--- src/rtl/can_filt_pkg.sv ---
package can_filt_pkg;
  localparam int STD_ID_W = 11;
  localparam int EXT_ID_W = 29;

  typedef enum logic [1:0] {
    SEL_OBJ  = 2'd0,
    SEL_GSTD = 2'd1,
    SEL_GEXT = 2'd2,
    SEL_LAST = 2'd3
  } cfg_sel_e;

  typedef struct packed {
    logic                valid;
    logic                rx;
    logic                ext;
    logic [EXT_ID_W-1:0] id;
  } obj_t;
endpackage

--- src/rtl/can_filt_regs.sv ---
module can_filt_regs
  import can_filt_pkg::*;
#(
  parameter int N_OBJ = 15,
  parameter int IDX_W = 4
) (
  input  logic                clk_i,
  input  logic                rst_ni,
  input  logic                cfg_we_i,
  input  cfg_sel_e            cfg_sel_i,
  input  logic [IDX_W-1:0]    cfg_idx_i,
  input  logic [EXT_ID_W-1:0] cfg_id_i,
  input  logic                cfg_valid_i,
  input  logic                cfg_rx_i,
  input  logic                cfg_ext_i,
  output obj_t [N_OBJ-1:0]    obj_o,
  output logic [STD_ID_W-1:0] gmask_std_o,
  output logic [EXT_ID_W-1:0] gmask_ext_o,
  output logic [EXT_ID_W-1:0] lmask_o
);
  obj_t [N_OBJ-1:0] obj_q;

  for (genvar i = 0; i < N_OBJ; i++) begin : g_obj
    localparam logic IS_LAST = (i == N_OBJ - 1);
    logic wr_hit;
    assign wr_hit = cfg_we_i && (cfg_sel_i == SEL_OBJ) && (cfg_idx_i == IDX_W'(i + 1));
    always_ff @(posedge clk_i or negedge rst_ni) begin
      if (!rst_ni) begin
        obj_q[i] <= '0;
      end else if (wr_hit) begin
        obj_q[i].valid <= cfg_valid_i;
        obj_q[i].rx    <= IS_LAST ? 1'b1 : cfg_rx_i;  // last object receive-only
        obj_q[i].ext   <= cfg_ext_i;
        obj_q[i].id    <= cfg_id_i;
      end
    end
  end

  always_ff @(posedge clk_i or negedge rst_ni) begin
    if (!rst_ni) begin
      gmask_std_o <= '1;
      gmask_ext_o <= '1;
      lmask_o     <= '1;
    end else if (cfg_we_i) begin
      case (cfg_sel_i)
        SEL_GSTD: gmask_std_o <= cfg_id_i[STD_ID_W-1:0];
        SEL_GEXT: gmask_ext_o <= cfg_id_i;
        SEL_LAST: lmask_o     <= cfg_id_i;
        default:  ;
      endcase
    end
  end

  assign obj_o = obj_q;

  assert_bad_idx_ignored_R8: assert property (@(posedge clk_i) disable iff (!rst_ni)
    (cfg_we_i && cfg_sel_i == SEL_OBJ && (cfg_idx_i == '0 || cfg_idx_i > IDX_W'(N_OBJ)))
      |=> $stable(obj_q));
endmodule

--- src/rtl/can_filt_cmp.sv ---
module can_filt_cmp
  import can_filt_pkg::*;
#(
  parameter bit LAST = 1'b0
) (
  input  obj_t                obj_i,
  input  logic [STD_ID_W-1:0] gmask_std_i,
  input  logic [EXT_ID_W-1:0] gmask_ext_i,
  input  logic [EXT_ID_W-1:0] lmask_i,
  input  logic [EXT_ID_W-1:0] rx_id_i,
  input  logic                rx_ext_i,
  output logic                match_o
);
  logic [EXT_ID_W-1:0] gmask;
  logic [EXT_ID_W-1:0] mask_eff;
  logic [EXT_ID_W-1:0] diff;

  assign gmask = rx_ext_i ? gmask_ext_i : {{(EXT_ID_W - STD_ID_W){1'b0}}, gmask_std_i};

  if (LAST) begin : g_group
    assign mask_eff = gmask & lmask_i;
  end else begin : g_plain
    assign mask_eff = gmask;
  end

  assign diff    = (rx_id_i ^ obj_i.id) & mask_eff;
  assign match_o = obj_i.valid && obj_i.rx && (obj_i.ext == rx_ext_i) && (diff == '0);
endmodule

--- src/rtl/can_filt_prio.sv ---
module can_filt_prio #(
  parameter int N_OBJ = 15,
  parameter int IDX_W = 4
) (
  input  logic [N_OBJ-1:0] match_i,
  output logic             any_o,
  output logic [IDX_W-1:0] idx_o
);
  always_comb begin
    any_o = |match_i;
    idx_o = '0;
    for (int k = N_OBJ - 1; k >= 0; k--) begin
      if (match_i[k]) idx_o = IDX_W'(k + 1);
    end
  end
endmodule

--- src/rtl/can_accept_filter.sv ---
module can_accept_filter
  import can_filt_pkg::*;
#(
  parameter  int N_OBJ = 15,
  localparam int IDX_W = $clog2(N_OBJ + 1)
) (
  input  logic                clk_i,
  input  logic                rst_ni,
  input  logic                cfg_we_i,
  input  logic [1:0]          cfg_sel_i,
  input  logic [IDX_W-1:0]    cfg_idx_i,
  input  logic [28:0]         cfg_id_i,
  input  logic                cfg_valid_i,
  input  logic                cfg_rx_i,
  input  logic                cfg_ext_i,
  input  logic                rx_stb_i,
  input  logic [28:0]         rx_id_i,
  input  logic                rx_ext_i,
  output logic                hit_o,
  output logic [IDX_W-1:0]    hit_idx_o
);
  obj_t [N_OBJ-1:0]    obj;
  logic [STD_ID_W-1:0] gmask_std;
  logic [EXT_ID_W-1:0] gmask_ext;
  logic [EXT_ID_W-1:0] lmask;
  logic [N_OBJ-1:0]    match_vec;
  logic                any_match;
  logic [IDX_W-1:0]    win_idx;

  can_filt_regs #(.N_OBJ(N_OBJ), .IDX_W(IDX_W)) u_regs (
    .clk_i       (clk_i),
    .rst_ni      (rst_ni),
    .cfg_we_i    (cfg_we_i),
    .cfg_sel_i   (cfg_sel_e'(cfg_sel_i)),
    .cfg_idx_i   (cfg_idx_i),
    .cfg_id_i    (cfg_id_i),
    .cfg_valid_i (cfg_valid_i),
    .cfg_rx_i    (cfg_rx_i),
    .cfg_ext_i   (cfg_ext_i),
    .obj_o       (obj),
    .gmask_std_o (gmask_std),
    .gmask_ext_o (gmask_ext),
    .lmask_o     (lmask)
  );

  for (genvar i = 0; i < N_OBJ; i++) begin : g_cmp
    can_filt_cmp #(.LAST(i == N_OBJ - 1)) u_cmp (
      .obj_i       (obj[i]),
      .gmask_std_i (gmask_std),
      .gmask_ext_i (gmask_ext),
      .lmask_i     (lmask),
      .rx_id_i     (rx_id_i),
      .rx_ext_i    (rx_ext_i),
      .match_o     (match_vec[i])
    );
  end

  can_filt_prio #(.N_OBJ(N_OBJ), .IDX_W(IDX_W)) u_prio (
    .match_i (match_vec),
    .any_o   (any_match),
    .idx_o   (win_idx)
  );

  always_ff @(posedge clk_i or negedge rst_ni) begin
    if (!rst_ni) begin
      hit_o     <= 1'b0;
      hit_idx_o <= '0;
    end else begin
      hit_o     <= rx_stb_i && any_match;
      hit_idx_o <= (rx_stb_i && any_match) ? win_idx : '0;
    end
  end

  // one-hot of the reported object, used by the priority checks
  logic [N_OBJ-1:0] hit_onehot;
  assign hit_onehot = N_OBJ'(1) << (hit_idx_o - IDX_W'(1));

  assert_no_strobe_no_hit_R2: assert property (@(posedge clk_i) disable iff (!rst_ni)
    !rx_stb_i |=> !hit_o);

  assert_idle_idx_zero_R1: assert property (@(posedge clk_i) disable iff (!rst_ni)
    !hit_o |-> hit_idx_o == '0);

  assert_idx_range_R6: assert property (@(posedge clk_i) disable iff (!rst_ni)
    hit_o |-> (hit_idx_o != '0) && (hit_idx_o <= IDX_W'(N_OBJ)));

  assert_winner_matched_R6: assert property (@(posedge clk_i) disable iff (!rst_ni)
    hit_o |-> ($past(match_vec) & hit_onehot) != '0);

  assert_lowest_wins_R6: assert property (@(posedge clk_i) disable iff (!rst_ni)
    hit_o |-> ($past(match_vec) & (hit_onehot - N_OBJ'(1))) == '0);

  assert_last_is_fallback_R5: assert property (@(posedge clk_i) disable iff (!rst_ni)
    (hit_o && hit_idx_o == IDX_W'(N_OBJ)) |-> $past(match_vec[N_OBJ-2:0]) == '0);
endmodule

--- config.mk ---
export PLATFORM = sky130hd
export DESIGN_NAME = can_accept_filter
export DESIGN_NICKNAME = d
export VERILOG_FILES = /design/src/rtl/can_filt_pkg.sv /design/src/rtl/can_filt_regs.sv /design/src/rtl/can_filt_cmp.sv /design/src/rtl/can_filt_prio.sv /design/src/rtl/can_accept_filter.sv
export SDC_FILE = /design/constraint.sdc
export NUM_CORES = 1
export LEC_CHECK = 0
export BUFFER_PORTS_ARGS = -buffer_cell sky130_fd_sc_hd__buf_2
export CORE_MARGIN = 3
export CORE_UTILIZATION = 55
export CTS_CLUSTER_DIAMETER = 60
export DETAILED_ROUTE_END_ITERATION = 10
export MAX_ROUTING_LAYER = met4
export PLACE_DENSITY = 0.77
export SLEW_MARGIN = 20
export SYNTH_ARGS = -nofsm -noshare
export SYNTH_HDL_FRONTEND = slang
export SYNTH_HIERARCHICAL = 1
export SYNTH_SLANG_ARGS = --single-unit
--- constraint.sdc ---
create_clock -name clk_i -period 2.7 [get_ports clk_i]
set_input_delay 0.54 -clock clk_i [delete_from_list [all_inputs] [get_ports clk_i]]
set_output_delay 0.54 -clock clk_i [all_outputs]
set_load 0.05 [all_outputs]
==> metrics, run 1 <==
result of the run=complete, no violations; setup slack after layout=0.0839 ns; maximum root-to-sink buffer count=3; multi-input combinational cell area=14900 µm²; Synth async-reset ratio=100%; remaining design rule violation count=0; net count of the finished layout=2556; cell type group with the largest total delay on the critical path=simple AND/OR/NAND/NOR gates; RD Place Congestion=0.876; starting density of the core=55.9%; post-synthesis to final-layout area growth=14.8%; Storage cell area=14000 µm²; f_max=0.382 GHz; clock sink count=554; CTS tree=yes; leakage power figure=16.2 nW; number of iterations in the first detailed-routing pass=5; remaining number of nets flagged by the antenna check after routing=0; TritonCTS buffer count=59; portion of the post-synthesis area used by sequential elements=47.1%; main flop type after synthesis=sky130_fd_sc_hd__dfrtp_1; Critical Path Max Stage Delay=0.61 ns; post-place instance area=31900 µm²; Port Buf Inserts=76; top-level I/O count=77; cell area after technology mapping=29600 µm²; final instance area=34000 µm²; number of max-cap violations=0; hpwl dp=53400 µm; worst endpoint data arrival time=3.17 ns; Routed Wire Length=81200 µm; net count after synthesis=2333; number of slew-limit violations in the final report=0; count of flip-flops with a built-in enable after synthesis=0; die boundary height=238 µm; WL per Instance=25.2 µm; worst vdd rail ir drop=0.547 mV; type of the most critical hold path=in -> reg; mean area per synthesized cell=13.1 µm²; global-route usage over all layers=29.4%; Tcrit/Tclk final=96.9%; crit path max fanout=2; remaining global-route overflow=0; endpoints failing hold=0; number of synthesized register bits=554; largest net degree at the start of global routing=65; total number of vias=19700; number of levels in the clock H-tree=2; slew at the pin closest to its max-slew limit=0.700 ns; die width=238 µm; number of distinct library cells after synthesis=50; Final Total Pwr=23.8 mW; Setup Viol. Count Final=0; power density of the placed cells=699 nW/µm²; unrepaired setup endpoints after global routing=yes; ratio of cells with drive above 1 in the final layout=40.6%; critical path class=reg -> reg; total number of placement rows=84; nature of the critical path endpoint=flip-flop; Clock Skew=0.0290 ns; area of the placeable core=53000 µm²; Die Footprint=56700 µm²; startpoint types=flip-flop; Final Core Density=64.2%; number of inserted filler cells in the final layout=4087; cells after synthesis=2261; worst slack after detailed placement=-0.389 ns; slowest CP cell=sky130_fd_sc_hd__or4_4; required time of the critical path=3.25 ns; count of routing violations after the opening detailed-route iteration=1460; clock-pin slew of the registers on the worst-case setup and hold paths=0.06 ns; Buffers & Inverters on Critical Path=1; CTS Root Buffer Type=sky130_fd_sc_hd__clkbuf_16; chain of cells forming the critical path=xor2_1, nand3_1, nand4_1, or4_4, a2111oi_4, inv_1, o21ai_2, a2111oi_2, o41ai_2, and3_1; antenna violations before repair=9; first-pass GRT wire length=124000 µm; post-DR vias/cell=6.09; vias in the first global route=20500; Yosys warning total=6; remaining max-slew budget at the tightest pin=53.3%; clock network latency to the later pin of the worst-skew pair=0.64 ns; clock period minus worst slack=2.62 ns
-- registers in the layout, summed over array words and instances, names as in the netlist --
| register | count |
|---|---|
| u_regs/obj_o | 480 |
| u_regs/gmask_ext_o | 29 |
| u_regs/lmask_o | 29 |
| u_regs/gmask_std_o | 11 |
| hit_idx_o | 4 |
| hit_o | 1 |
-- metrics by stage --
step	cells	TNS, ns	hold slack [ns]
after floorplan	2261	0	0.244
after global placement	3097	-1.87	0.449
after detailed placement	3097	-1.87	0.469
after CTS	3207	0	0.260
after global routing	3224	-0.0201	0.276
final	3226	0	0.288
-- cell usage after synthesis (19+ instances only) --
library cell / instances / share of area [%]
sky130_fd_sc_hd__a22oi_1: 113 / 2.9
sky130_fd_sc_hd__and3_1: 19 / 0.40
sky130_fd_sc_hd__buf_2: 39 / 0.66
sky130_fd_sc_hd__clkbuf_1: 38 / 0.48
sky130_fd_sc_hd__dfrtp_1: 485 / 41
sky130_fd_sc_hd__dfstp_2: 69 / 6.1
sky130_fd_sc_hd__mux2_2: 544 / 21
sky130_fd_sc_hd__mux2i_1: 156 / 5.3
sky130_fd_sc_hd__nand3_1: 57 / 0.96
sky130_fd_sc_hd__nand4_1: 36 / 0.76
sky130_fd_sc_hd__o21ai_1: 29 / 0.49
sky130_fd_sc_hd__o22ai_1: 56 / 1.2
sky130_fd_sc_hd__xnor2_1: 157 / 4.6
sky130_fd_sc_hd__xor2_1: 279 / 8.2
-- logic make-up after synthesis --
logic type	after synthesis	synth area share (%)
buf+inv	125	3.07
simple gates	183	3.71
flops	554	47.1
mux	713	26.4
xor+xnor	450	14.2
compound gates	236	5.51
-- final timing paths --
kind / from / endpoint / slack (ns) / cells after the start
worst max-delay path: u_regs/obj_o[465] / hit_idx_o[0] / 0.08 / 10
worst min-delay path: rx_stb_i / hit_o / 0.29 / 2
worst max register to register: u_regs/obj_o[465] / hit_idx_o[0] / 0.08 / 10
worst min register to register: u_regs/obj_o[478] / u_regs/obj_o[478] / 0.49 / 1
max in group asynchronous: rst_ni / u_regs/lmask_o[3] / 1.32 / 3
min in group asynchronous: rst_ni / u_regs/obj_o[4] / 0.47 / 2
-- cell usage in the layout, fill, tap and decap left out, types with 55 or more instances in the layout --
cell	count
sky130_fd_sc_hd__xor2_1	279
sky130_fd_sc_hd__xnor2_1	157
sky130_fd_sc_hd__mux2_2	544
sky130_fd_sc_hd__clkbuf_16	59
sky130_fd_sc_hd__buf_2	74
sky130_fd_sc_hd__a22oi_1	113
sky130_fd_sc_hd__dfstp_2	55
sky130_fd_sc_hd__buf_4	171
sky130_fd_sc_hd__mux2i_1	156
sky130_fd_sc_hd__dfrtp_1	485
-- worst reg2reg max path, stage by stage, from the launching register on --
cell and delay [ns]:
sky130_fd_sc_hd__dfrtp_1 0.38, sky130_fd_sc_hd__xor2_1 0.16, sky130_fd_sc_hd__nand3_1 0.18, sky130_fd_sc_hd__nand4_1 0.12, sky130_fd_sc_hd__or4_4 0.61, sky130_fd_sc_hd__a2111oi_4 0.36, sky130_fd_sc_hd__inv_1 0.10, sky130_fd_sc_hd__o21ai_2 0.15
sky130_fd_sc_hd__a2111oi_2 0.09, sky130_fd_sc_hd__o41ai_2 0.21, sky130_fd_sc_hd__and3_1 0.18
-- area by class of cell --
cell class / instances / area share, %
well taps: 688 / 2.53
inverters: 4 / 0.0442
clock buffers: 94 / 5.02
repair buffers: 283 / 6.96
multi-input cells: 1582 / 43.8
clock inverters: 15 / 0.449
diodes: 6 / 0.0442
flip-flops and latches: 554 / 41.2
-- power breakdown --
part	switching [mW]	internal (mW)
logic	2.50	2.66
clock network	3.35	4.50
registers	1.10	9.65
total	6.96	16.8
-- routing by layer --
layer / vias to the layer above / wire length, µm / GRT usage [%] / part of all wire [%]
met5: - / 0 / - / 0
met4: 0 / 3960 / 12.9 / 4.9
met3: 180 / 3880 / 3.24 / 4.8
met2: 571 / 39200 / 47.3 / 48
met1: 10200 / 34200 / 38.0 / 42
li1: 8669 / - / - / -
-- repair_timing --
action                                  4_1_cts  5_1_grt
setup buffers                                 0       13
endpoints found under the setup margin        5        5
hold endpoints to repair                     43        0
hold buffers                                  1        0
gates resized for setup                       3       27
pin swaps                                     0        3
No activity file was read; power rests on OpenSTA's default activity.
==> inputs of run 2 (changes only) <==
--- a/config.mk
+++ b/config.mk
@@ -11,7 +11,8 @@
 export CTS_CLUSTER_DIAMETER = 60
 export DETAILED_ROUTE_END_ITERATION = 10
 export MAX_ROUTING_LAYER = met4
-export PLACE_DENSITY = 0.77
+export PLACE_DENSITY = 0.79
+export SKIP_LAST_GASP = 1
 export SLEW_MARGIN = 20
 export SYNTH_ARGS = -nofsm -noshare
 export SYNTH_HDL_FRONTEND = slang
==> constraint.sdc (replaced) <==
create_clock -name clk_i -period 2.4 [get_ports clk_i]
set_input_delay 0.48 -clock clk_i [delete_from_list [all_inputs] [get_ports clk_i]]
set_output_delay 0.48 -clock clk_i [all_outputs]
set_load 0.05 [all_outputs]
==> metrics, run 2 (same netlist as run 1, synthesis figures left out) <==
number of iterations in the first detailed-routing pass=5; number of inserted filler cells in the final layout=3803; remaining global-route overflow=0; minimum hold slack=0.212 ns; slew at the pin closest to its max-slew limit=0.870 ns; top library cells by usage in the layout, fill and taps aside=544 x sky130_fd_sc_hd__mux2_2, 485 x sky130_fd_sc_hd__dfrtp_1, 278 x sky130_fd_sc_hd__xor2_1; area of the placeable core=53000 µm²; power density of the placed cells=791 nW/µm²; total number of vias=20300; maximum root-to-sink buffer count=3; worst vdd rail ir drop=0.657 mV; remaining number of nets flagged by the antenna check after routing=0; antenna violations before repair=8; required time of the critical path=2.96 ns; first-pass GRT wire length=127000 µm; crit path max fanout=2; TritonCTS buffer count=60; clock period minus worst slack=2.68 ns; most common library cell in the layout ignoring fill and taps=sky130_fd_sc_hd__mux2_2; Final Core Density=66.3%; post-synthesis to final-layout area growth=18.5%; number of levels in the clock H-tree=2; number of flip-flops under the largest register name=480; unrepaired setup endpoints after global routing=yes; die width=238 µm; Final Total Pwr=27.8 mW; leakage power figure=16.8 nW; nature of the critical path endpoint=flip-flop; number of max-cap violations=0; failing checks=setup timing; CTS Root Buffer Type=sky130_fd_sc_hd__clkbuf_16; Tcrit/Tclk final=112%; Setup Viol. Count Final=5; ratio of cells with drive above 1 in the final layout=43.8%; net count of the finished layout=2661; Clock Skew=0.0149 ns; startpoint types=flip-flop; vias in the first global route=21300; Port Buf Inserts=76; remaining max-slew budget at the tightest pin=41.5%; post-DR vias/cell=6.08; hpwl dp=55100 µm; type of the most critical hold path=in -> reg; Non-Filler Instances=3334; f_max=0.373 GHz; WL per Instance=25.1 µm; endpoints failing hold=0; count of routing violations after the opening detailed-route iteration=1498; result of the run=finished, violations left; setup slack after layout=-0.282 ns; placed instance count=3170; worst slack after detailed placement=-0.580 ns; worst hold stages=2; remaining design rule violation count=0; RD Place Congestion=0.938; clock-pin slew of the registers on the worst-case setup and hold paths=0.06 ns; clock network latency to the later pin of the worst-skew pair=0.64 ns; Die Footprint=56700 µm²; largest net degree at the start of global routing=93; Routed Wire Length=83700 µm; die boundary height=238 µm; critical path class=reg -> reg; number of slew-limit violations in the final report=0; depth of the worst register-to-register path=10; total number of placement rows=84; CTS tree=yes; global-route usage over all layers=30.2%; clock sink count=554; worst endpoint data arrival time=3.24 ns; top-level I/O count=77; starting density of the core=55.9%
-- run 2: cell types whose count changed in the layout (fill, tap and decap cells not counted), sizes merged --
cell,previous run,this run
buf,280,386
inv,4,7
clkbuf,96,95
-- run 2: layer usage --
metal	track usage (%)	vias to the layer above	share of wire, %
met5	-	-	0
met3	4.50	203	5.3
met2	48.4	641	48
li1	-	8885	-
met4	14.2	0	5.0
met1	38.1	10500	42
-- run 2: layout make-up --
class                   instances  area, µm²  area share (%)
multi-input cells            1582      15000            42.7
clock inverters                18        175           0.499
diodes                          6       15.0          0.0428
inverters                       4       15.0          0.0428
well taps                     688        861            2.45
clock buffers                  95       1810            5.16
repair buffers                387       3290            9.38
flip-flops and latches        554      14000            39.8
-- run 2: where the power goes --
| part | total, mW | switching [mW] | leakage, nW | internal [mW] |
|---|---|---|---|---|
| combinational | 6.55 | 3.15 | 8.67 | 3.40 |
| sequential | 12.0 | 1.15 | 7.17 | 10.8 |
| clock | 9.25 | 3.86 | 0.977 | 5.39 |
| total | 27.8 | 8.16 | 16.8 | 19.6 |
-- run 2: worst paths after layout --
path                                   start                endpoint  slack, ns
min in group asynchronous             rst_ni        u_regs/obj_o[38]       0.34
hold / removal                      rx_stb_i                   hit_o       0.21
setup / recovery           u_regs/obj_o[468]            hit_idx_o[0]      -0.28
setup reg to reg           u_regs/obj_o[468]            hit_idx_o[0]      -0.28
max in group asynchronous             rst_ni  u_regs/gmask_ext_o[14]       1.17
hold reg to reg            u_regs/obj_o[478]       u_regs/obj_o[478]       0.49
-- run 2: worst max-delay path: stages, from the launching register on --
cell and delay (ns):
sky130_fd_sc_hd__dfrtp_1 0.39, sky130_fd_sc_hd__xor2_1 0.18, sky130_fd_sc_hd__nand3_2 0.13, sky130_fd_sc_hd__nand4_1 0.13, sky130_fd_sc_hd__or4_4 0.58, sky130_fd_sc_hd__a2111oi_4 0.36
sky130_fd_sc_hd__inv_1 0.10, sky130_fd_sc_hd__o21ai_2 0.18, sky130_fd_sc_hd__a2111oi_4 0.10, sky130_fd_sc_hd__o41ai_2 0.26, sky130_fd_sc_hd__and3_1 0.20
-- run 2: through the flow --
| stage | TNS (ns) | area (µm²) |
|---|---|---|
| after floorplan | 0 | 29600 |
| after global placement | -2.72 | 32500 |
| after detailed placement | -2.83 | 32500 |
| after CTS | -0.548 | 35000 |
| after global routing | -1.15 | 35100 |
| final | -1.03 | 35100 |
-- run 2: repair_timing --
action                     in CTS  in global routing
pin swaps                      14                  3
setup endpoints to repair       5                  5
resized for setup              33                 11
hold buffers                    1                  0
setup buffers                  43                  2
hold endpoints to repair       29                  0
